<file path="src/rtl/rwm_pkg.sv">
package rwm_pkg;

    typedef enum logic [1:0] {
        OP_NONE    = 2'b00,
        OP_SAVE    = 2'b01,
        OP_RESTORE = 2'b10,
        OP_FLUSH   = 2'b11
    } win_op_e;

    typedef enum logic [1:0] {
        TRAP_NONE  = 2'b00,
        TRAP_SPILL = 2'b01,
        TRAP_FILL  = 2'b10,
        TRAP_CLEAN = 2'b11
    } win_trap_e;

    localparam logic [2:0] FLD_CWP     = 3'd0;
    localparam logic [2:0] FLD_FREE    = 3'd1;
    localparam logic [2:0] FLD_RESTORE = 3'd2;
    localparam logic [2:0] FLD_CLEAN   = 3'd3;
    localparam logic [2:0] FLD_OTHER   = 3'd4;

endpackage

</file>
<file path="src/rtl/rwm_op_pipe.sv">
module rwm_op_pipe
    import rwm_pkg::*;
#(
    parameter int TID_W = 2
) (
    input  logic             clk,
    input  logic             rst_n,
    input  win_op_e          op_e,
    input  logic [TID_W-1:0] tid_e,
    output win_op_e          op_w,
    output logic [TID_W-1:0] tid_w
);
    typedef struct packed {
        win_op_e          op;
        logic [TID_W-1:0] tid;
    } stage_t;

    stage_t stg_d, stg_q;

    always_comb begin
        stg_d.op  = op_e;
        stg_d.tid = tid_e;
    end

    always_ff @(posedge clk) begin
        if (!rst_n) begin
            stg_q <= '{op: OP_NONE, tid: '0};
        end else begin
            stg_q <= stg_d;
        end
    end

    assign op_w  = stg_q.op;
    assign tid_w = stg_q.tid;
endmodule

</file>
<file path="src/rtl/rwm_eval.sv">
module rwm_eval
    import rwm_pkg::*;
#(
    parameter int NUM_WINDOWS = 8,
    localparam int PTR_W = $clog2(NUM_WINDOWS)
) (
    input  win_op_e          op,
    input  logic [PTR_W-1:0] cwp,
    input  logic [PTR_W-1:0] free_cnt,
    input  logic [PTR_W-1:0] rest_cnt,
    input  logic [PTR_W-1:0] clean_cnt,
    output win_trap_e        trap,
    output logic             upd,
    output logic [PTR_W-1:0] nxt_cwp,
    output logic [PTR_W-1:0] nxt_free,
    output logic [PTR_W-1:0] nxt_rest
);
    localparam logic [PTR_W-1:0] TOP_WIN  = PTR_W'(NUM_WINDOWS - 1);
    localparam logic [PTR_W-1:0] FULL_CNT = PTR_W'(NUM_WINDOWS - 2);

    logic [PTR_W-1:0] cwp_up, cwp_dn;

    always_comb begin
        cwp_up = (cwp == TOP_WIN) ? '0 : cwp + 1'b1;
        cwp_dn = (cwp == '0) ? TOP_WIN : cwp - 1'b1;
    end

    always_comb begin
        trap     = TRAP_NONE;
        upd      = 1'b0;
        nxt_cwp  = cwp;
        nxt_free = free_cnt;
        nxt_rest = rest_cnt;
        unique case (op)
            OP_SAVE: begin
                if (free_cnt == '0) begin
                    trap = TRAP_SPILL;
                end else if (clean_cnt == rest_cnt) begin
                    trap    = TRAP_CLEAN;
                    upd     = 1'b1;
                    nxt_cwp = cwp_up;
                end else begin
                    upd      = 1'b1;
                    nxt_cwp  = cwp_up;
                    nxt_free = free_cnt - 1'b1;
                    nxt_rest = rest_cnt + 1'b1;
                end
            end
            OP_RESTORE: begin
                upd     = 1'b1;
                nxt_cwp = cwp_dn;
                if (rest_cnt == '0) begin
                    trap = TRAP_FILL;
                end else begin
                    nxt_free = free_cnt + 1'b1;
                    nxt_rest = rest_cnt - 1'b1;
                end
            end
            OP_FLUSH: begin
                if (free_cnt != FULL_CNT) trap = TRAP_SPILL;
            end
            default: ;
        endcase
    end
endmodule

</file>
<file path="src/rtl/rwm_thread_regs.sv">
module rwm_thread_regs
    import rwm_pkg::*;
#(
    parameter int NUM_WINDOWS = 8,
    parameter int SWAP_CYCLES = 4,
    localparam int PTR_W = $clog2(NUM_WINDOWS),
    localparam int CNT_W = $clog2(SWAP_CYCLES + 1)
) (
    input  logic             clk,
    input  logic             rst_n,
    input  logic             op_commit,
    input  logic [PTR_W-1:0] op_cwp,
    input  logic [PTR_W-1:0] op_free,
    input  logic [PTR_W-1:0] op_rest,
    input  logic             wr_commit,
    input  logic [2:0]       wr_field,
    input  logic [PTR_W-1:0] wr_data,
    input  logic             swap_req,
    output logic [PTR_W-1:0] cwp,
    output logic [PTR_W-1:0] free_cnt,
    output logic [PTR_W-1:0] rest_cnt,
    output logic [PTR_W-1:0] clean_cnt,
    output logic [PTR_W-1:0] other_cnt,
    output logic             busy
);
    typedef struct packed {
        logic [PTR_W-1:0] cwp;
        logic [PTR_W-1:0] free_cnt;
        logic [PTR_W-1:0] rest_cnt;
        logic [PTR_W-1:0] clean_cnt;
        logic [PTR_W-1:0] other_cnt;
        logic [CNT_W-1:0] busy_cnt;
    } thr_state_t;

    thr_state_t st_d, st_q;

    always_comb begin
        st_d = st_q;
        if (op_commit) begin
            st_d.cwp      = op_cwp;
            st_d.free_cnt = op_free;
            st_d.rest_cnt = op_rest;
        end else if (wr_commit) begin
            unique case (wr_field)
                FLD_CWP:     st_d.cwp       = wr_data;
                FLD_FREE:    st_d.free_cnt  = wr_data;
                FLD_RESTORE: st_d.rest_cnt  = wr_data;
                FLD_CLEAN:   st_d.clean_cnt = wr_data;
                FLD_OTHER:   st_d.other_cnt = wr_data;
                default: ;
            endcase
        end
        if (swap_req) begin
            st_d.busy_cnt = CNT_W'(SWAP_CYCLES);
        end else if (st_q.busy_cnt != '0) begin
            st_d.busy_cnt = st_q.busy_cnt - 1'b1;
        end
    end

    always_ff @(posedge clk) begin
        if (!rst_n) begin
            st_q          <= '0;
            st_q.free_cnt <= PTR_W'(NUM_WINDOWS - 2);
        end else begin
            st_q <= st_d;
        end
    end

    assign cwp       = st_q.cwp;
    assign free_cnt  = st_q.free_cnt;
    assign rest_cnt  = st_q.rest_cnt;
    assign clean_cnt = st_q.clean_cnt;
    assign other_cnt = st_q.other_cnt;
    assign busy      = (st_q.busy_cnt != '0);
endmodule

</file>
<file path="src/rtl/win_state_unit.sv">
module win_state_unit
    import rwm_pkg::*;
#(
    parameter int NUM_THREADS = 4,
    parameter int NUM_WINDOWS = 8,
    parameter int SWAP_CYCLES = 4,
    localparam int TID_W = $clog2(NUM_THREADS),
    localparam int PTR_W = $clog2(NUM_WINDOWS)
) (
    input  logic                     clk,
    input  logic                     rst_n,
    input  logic [1:0]               op_kind_e,
    input  logic [TID_W-1:0]         op_tid_e,
    input  logic                     kill_w,
    input  logic                     wr_en_w,
    input  logic [TID_W-1:0]         wr_tid_w,
    input  logic [2:0]               wr_field_w,
    input  logic [PTR_W-1:0]         wr_data_w,
    output logic [NUM_THREADS*PTR_W-1:0] cwp_o,
    output logic [NUM_THREADS-1:0]   swap_busy_o,
    output logic                     trap_valid_o,
    output logic [1:0]               trap_kind_o,
    output logic [TID_W-1:0]         trap_tid_o,
    output logic                     trap_other_o
);
    typedef struct packed {
        logic             valid;
        win_trap_e        kind;
        logic [TID_W-1:0] tid;
        logic             other;
    } trap_rec_t;

    win_op_e          op_w;
    logic [TID_W-1:0] tid_w;
    logic             op_live;

    logic [PTR_W-1:0] cwp_a   [NUM_THREADS];
    logic [PTR_W-1:0] free_a  [NUM_THREADS];
    logic [PTR_W-1:0] rest_a  [NUM_THREADS];
    logic [PTR_W-1:0] clean_a [NUM_THREADS];
    logic [PTR_W-1:0] other_a [NUM_THREADS];

    win_trap_e        ev_trap;
    logic             ev_upd;
    logic [PTR_W-1:0] ev_cwp, ev_free, ev_rest;

    trap_rec_t trap_d, trap_q;

    rwm_op_pipe #(.TID_W(TID_W)) pipe_i (
        .clk   (clk),
        .rst_n (rst_n),
        .op_e  (win_op_e'(op_kind_e)),
        .tid_e (op_tid_e),
        .op_w  (op_w),
        .tid_w (tid_w)
    );

    assign op_live = (op_w != OP_NONE) && !kill_w;

    rwm_eval #(.NUM_WINDOWS(NUM_WINDOWS)) eval_i (
        .op        (op_w),
        .cwp       (cwp_a[tid_w]),
        .free_cnt  (free_a[tid_w]),
        .rest_cnt  (rest_a[tid_w]),
        .clean_cnt (clean_a[tid_w]),
        .trap      (ev_trap),
        .upd       (ev_upd),
        .nxt_cwp   (ev_cwp),
        .nxt_free  (ev_free),
        .nxt_rest  (ev_rest)
    );

    for (genvar t = 0; t < NUM_THREADS; t++) begin : g_thr
        logic op_hit, wr_ok, spill_hit;

        assign op_hit    = op_live && (tid_w == TID_W'(t));
        assign wr_ok     = wr_en_w && (wr_tid_w == TID_W'(t)) && !op_hit;
        assign spill_hit = op_hit && (ev_trap == TRAP_SPILL);

        rwm_thread_regs #(
            .NUM_WINDOWS (NUM_WINDOWS),
            .SWAP_CYCLES (SWAP_CYCLES)
        ) regs_i (
            .clk       (clk),
            .rst_n     (rst_n),
            .op_commit (op_hit && ev_upd),
            .op_cwp    (ev_cwp),
            .op_free   (ev_free),
            .op_rest   (ev_rest),
            .wr_commit (wr_ok),
            .wr_field  (wr_field_w),
            .wr_data   (wr_data_w),
            .swap_req  (spill_hit || (wr_ok && (wr_field_w == FLD_CWP))),
            .cwp       (cwp_a[t]),
            .free_cnt  (free_a[t]),
            .rest_cnt  (rest_a[t]),
            .clean_cnt (clean_a[t]),
            .other_cnt (other_a[t]),
            .busy      (swap_busy_o[t])
        );

        assign cwp_o[t*PTR_W +: PTR_W] = cwp_a[t];
    end

    always_comb begin
        trap_d.valid = op_live && (ev_trap != TRAP_NONE);
        trap_d.kind  = ev_trap;
        trap_d.tid   = tid_w;
        trap_d.other = (other_a[tid_w] != '0);
    end

    always_ff @(posedge clk) begin
        if (!rst_n) begin
            trap_q <= '{valid: 1'b0, kind: TRAP_NONE, tid: '0, other: 1'b0};
        end else begin
            trap_q <= trap_d;
        end
    end

    assign trap_valid_o = trap_q.valid;
    assign trap_kind_o  = trap_q.kind;
    assign trap_tid_o   = trap_q.tid;
    assign trap_other_o = trap_q.other;
endmodule

</file>
<file path="config.mk">
export PLATFORM = sky130hd
export DESIGN_NAME = win_state_unit
export DESIGN_NICKNAME = d
export VERILOG_FILES = /design/src/rtl/rwm_pkg.sv /design/src/rtl/rwm_op_pipe.sv /design/src/rtl/rwm_eval.sv /design/src/rtl/rwm_thread_regs.sv /design/src/rtl/win_state_unit.sv
export SDC_FILE = /design/constraint.sdc
export NUM_CORES = 1
export LEC_CHECK = 0
export ABC_AREA = 0
export BUFFER_PORTS_ARGS = -buffer_cell sky130_fd_sc_hd__buf_4
export CAP_MARGIN = 0
export CELL_PAD_IN_SITES_DETAIL_PLACEMENT = 2
export CELL_PAD_IN_SITES_GLOBAL_PLACEMENT = 2
export CORE_MARGIN = 5
export CORE_UTILIZATION = 34
export DETAILED_ROUTE_END_ITERATION = 16
export MAX_ROUTING_LAYER = met4
export PLACE_DENSITY = 0.76
export SLEW_MARGIN = 0
export SYNTH_ARGS = -nofsm -noshare
export SYNTH_HDL_FRONTEND = slang
export SYNTH_SLANG_ARGS = --single-unit
</file>
<file path="constraint.sdc">
create_clock -name clk -period 2.9 [get_ports clk]
set_clock_uncertainty 0.05 [all_clocks]
set_input_delay 0.435 -clock clk [delete_from_list [all_inputs] [get_ports clk]]
set_output_delay 0.435 -clock clk [all_outputs]
set_load 0.02 [all_outputs]
</file>
==> results.md <==
* Fin util at 0.404
* Critical Path Sink Type: register
* Slowest stage delay, CP at between 0.5 and 0.6 ns
* Synth top area share at 0.341
* Post-synthesis sequential area ratio at 0.341
* Tot GR Track Use at 0.208
* Worst skew pair latency at roughly 0.35 ns
* Detail Route Antenna Nets at 0
* Num rows at 43
* Fraction of layout cells with a size suffix above 1 at 0.210
* # clock sinks at 82
* Top delay family on crit path: compound AO/OA/AOI/OAI gates
* Commonest cells post-synth: dfxtp_1 (82), nor2_1 (66), nand2_1 (48), a21oi_1 (38), inv_1 (38)
* Power Total at 0.00317 W
* Worst path depth at 9
* Fin. max-slew vios at 0
* CTS buffer count at 9
* Slew HR at 0.355
* Die Wd at 129 um
* Seq pwr share at 0.387
* Vias in the first global route at between 4,000 and 5,000
* Antenna violations before repair at 0
* CTS H-tree lvls at 3
* Gr busiest metal: met2
* Via count at around 4,300
* Top FF cell, synth: dfxtp_1
* Synth Cell Area at between 4000 and 5000 um2
* Flop2flop setup slack at around 0.14 ns
* Filler cells at approximately 1,500
* Hold Crit Start: op_kind_e[1]
* DRC at 0
* CTS tree: built
* Status: complete, no violations
* Port bufs at 37
* Drt first-iter violations at between 200 and 250
* Post-synth EDFFs at 0
* Final wirelength at approximately 16 mm
* Logic gate share of total power at 0.216
* I/O pins at 38
* HP Class: input port to register
* Placed Area at ~5300 um2
* Final Hold Viols at 0
* Die Ht at around 130 um
* Avg WL per Cell at approximately 21 um
* Clk root buf: clkbuf_16
* Number of diodes at 0
* Reg2reg start: pipe_i.tid_w[0]
* Final Cell Area at 5600 um2
* Critical path launch point type: register
* Synth Area per Inst at between 8 and 9 um2
* Min-Delay Endpoint: pipe_i.op_w[1]
* Top cells by area, synth: dfxtp_1 (34%), ha_1 (7.5%), mux2i_1 (5.8%), nor2_1 (5.1%), a21oi_1 (4.0%)
* Hold Crit Depth at 2
* Max_cap viols at 0
* Fin nets at 631
* Yosys warnings at 0
* Fin cells at a little under 800
* Cell taking the most area after synthesis: dfxtp_1
* Worst Path Required at between 3 and 4 ns
* Most frequent cell after synthesis: dfxtp_1
* Final Wtd Congestion at about 0.89
* Synthesized net count at roughly 600
* P_sw at 0.000956 W
* # setup viols final at 0
* Global-route wire length before repair at between 20 and 30 mm
* Clock share of power at 0.396
* CTS max path bufs at 2
* Total power per unit cell area at approximately 570 nW/um2
* Reg2Reg Depth at 9
* Leakage at between 2 and 2.5 nW
* DIE AREA at ~17,000 um2
* Setup CP Type: register to register
* Cell count after synthesis at ~550
* Met2 GRT Util at 0.353
* Yosys reg bits at 82
* DR pass1 iterations at 4
* Final period util at 0.951
* Switching power share of the total at 0.301
* GRT Residual Overflow at 0
* Worst Max-Slew Pin Slew at a little under 1 ns
* CP Buf/Inv Count at 1
* P&R area growth vs syn at 16.5%
* Peak VDD IR at 235 uV
* Pin count of the biggest net entering global routing at 52
* Clock slew at reported path FFs at around 0.07 ns
* Critical-path top delay cell: mux4_2
* Worst R2R End: g_thr[0].regs_i.st_q[2]
* Core region area at between 10,000 and 15,000 um2
* Met1 usage at 0.253
* Crit Path Max Fanout at 6
* Min Clock Period, post-route at approximately 2.8 ns
* Starting Density at 0.347
* Placed cells at about 760
* RSZ-0062 raised after global routing: true
* Max Freq at approximately 0.36 GHz
* CP Cell Sequence: mux4_2 -> inv_1 -> ha_1 -> ha_1 -> nand2_1 -> a221oi_1 -> and2_2 -> a21oi_1 -> a21oi_1
* Arr. time, crit path at between 2 and 3 ns
* Yosys cell types at between 60 and 70
* Internal at roughly 0.0022 W
* Met3 GRT Util at 0.0262
* Number of vias per cell at 5.58
* Post-synth ARST share at 0
* Detail Placement HPWL at 11.9 mm
[per-stage QoR]
stage / setup TNS, ns / hold WS (ns) / setup slack, ns
final: 0 / 0.246 / 0.141
after global routing: -0.430 / 0.246 / -0.0621
after CTS: 0 / 0.237 / 0.0212
after detailed placement: -1.11 / 0.425 / -0.151
after global placement: -0.492 / 0.415 / -0.127
after floorplan: 0 / 0.401 / 0.102
[worst max-delay path by stage]
stage / start / endpoint / slack [ns]
after global routing: pipe_i.tid_w[0] / g_thr[0].regs_i.st_q[2] / -0.06
after global placement: pipe_i.tid_w[0] / g_thr[1].regs_i.cwp[2] / -0.13
final: pipe_i.tid_w[0] / g_thr[0].regs_i.st_q[2] / 0.14
after floorplan: pipe_i.tid_w[0] / g_thr[0].regs_i.st_q[1] / 0.10
after detailed placement: pipe_i.tid_w[0] / g_thr[2].regs_i.cwp[2] / -0.15
after CTS: pipe_i.tid_w[0] / g_thr[2].regs_i.cwp[2] / 0.02
[cell usage in the layout, fill, tap and decap left out, types with 6 or more instances in the layout]
cell type	instances
dfxtp_1	80
buf_4	67
nor2_1	65
nand2_1	48
inv_1	38
a21oi_1	38
ha_1	29
mux2i_1	28
o21ai_0	22
a22oi_1	16
mux4_2	9
a221oi_1	9
nand2b_1	9
clkbuf_16	9
and2_1	8
nor4_1	7
a31oi_1	7
o21ai_1	7
xor2_1	6
o22ai_1	6
[kinds of logic after synthesis]
kind of cell | after synthesis | synth area share
compound gates | 139 | 0.190
xor+xnor | 10 | 0.0244
fa+ha+maj | 29 | 0.0754
buf+inv | 84 | 0.0897
flops | 82 | 0.341
mux | 40 | 0.111
simple gates | 169 | 0.168
[layer usage]
| layer | wire (um) | share of wire | up-vias |
|---|---|---|---|
| li1 | - | - | 2011 |
| met1 | 7180 | 0.45 | 2211 |
| met2 | 8200 | 0.51 | 62 |
| met3 | 406 | 0.025 | 20 |
| met4 | 311 | 0.019 | 0 |
| met5 | 0 | 0 | - |
[flip-flops by register name (all words and copies together) (netlist names)]
signal                  count
trap_other_o                1
g_thr.regs_i.clean_cnt     12
g_thr.regs_i.st_q          12
g_thr.regs_i.rest_cnt      12
g_thr.regs_i.cwp           12
pipe_i.tid_w                2
pipe_i.op_w                 2
trap_valid_o                1
trap_kind_o                 2
trap_tid_o                  2
g_thr.regs_i.free_cnt      12
g_thr.regs_i.other_cnt     12
[power groups by stage]
stage | clock network [W] | logic, W | registers, W
4_1_cts | 0.00128 | 0.000700 | 0.00123
3_5_place_dp | 0 | 0.000688 | 0.00125
5_1_grt | 0.00133 | 0.000762 | 0.00124
6_report | 0.00126 | 0.000686 | 0.00123
3_3_place_gp | 0 | 0.000643 | 0.00125
2_1_floorplan | 0 | 0.000516 | 0.00124
[cell type report]
type,count,area (um2),share of cell area
sequential,82,1640,0.293
clock inverter,7,93.8,0.0167
multi-input combinational,387,2770,0.494
timing repair buffer,67,503,0.0898
inverter,39,146,0.0261
clock buffer,9,225,0.0402
tap,180,225,0.0402
[what timing repair did]
action,in CTS,in global routing
hold buffers,0,0
endpoints found under the setup margin,23,27
buffers inserted,0,0
gates resized for setup,4,11
endpoints found under the hold margin,0,0
pin swaps,0,1
Note: power is estimated with default switching activity, not from simulation.
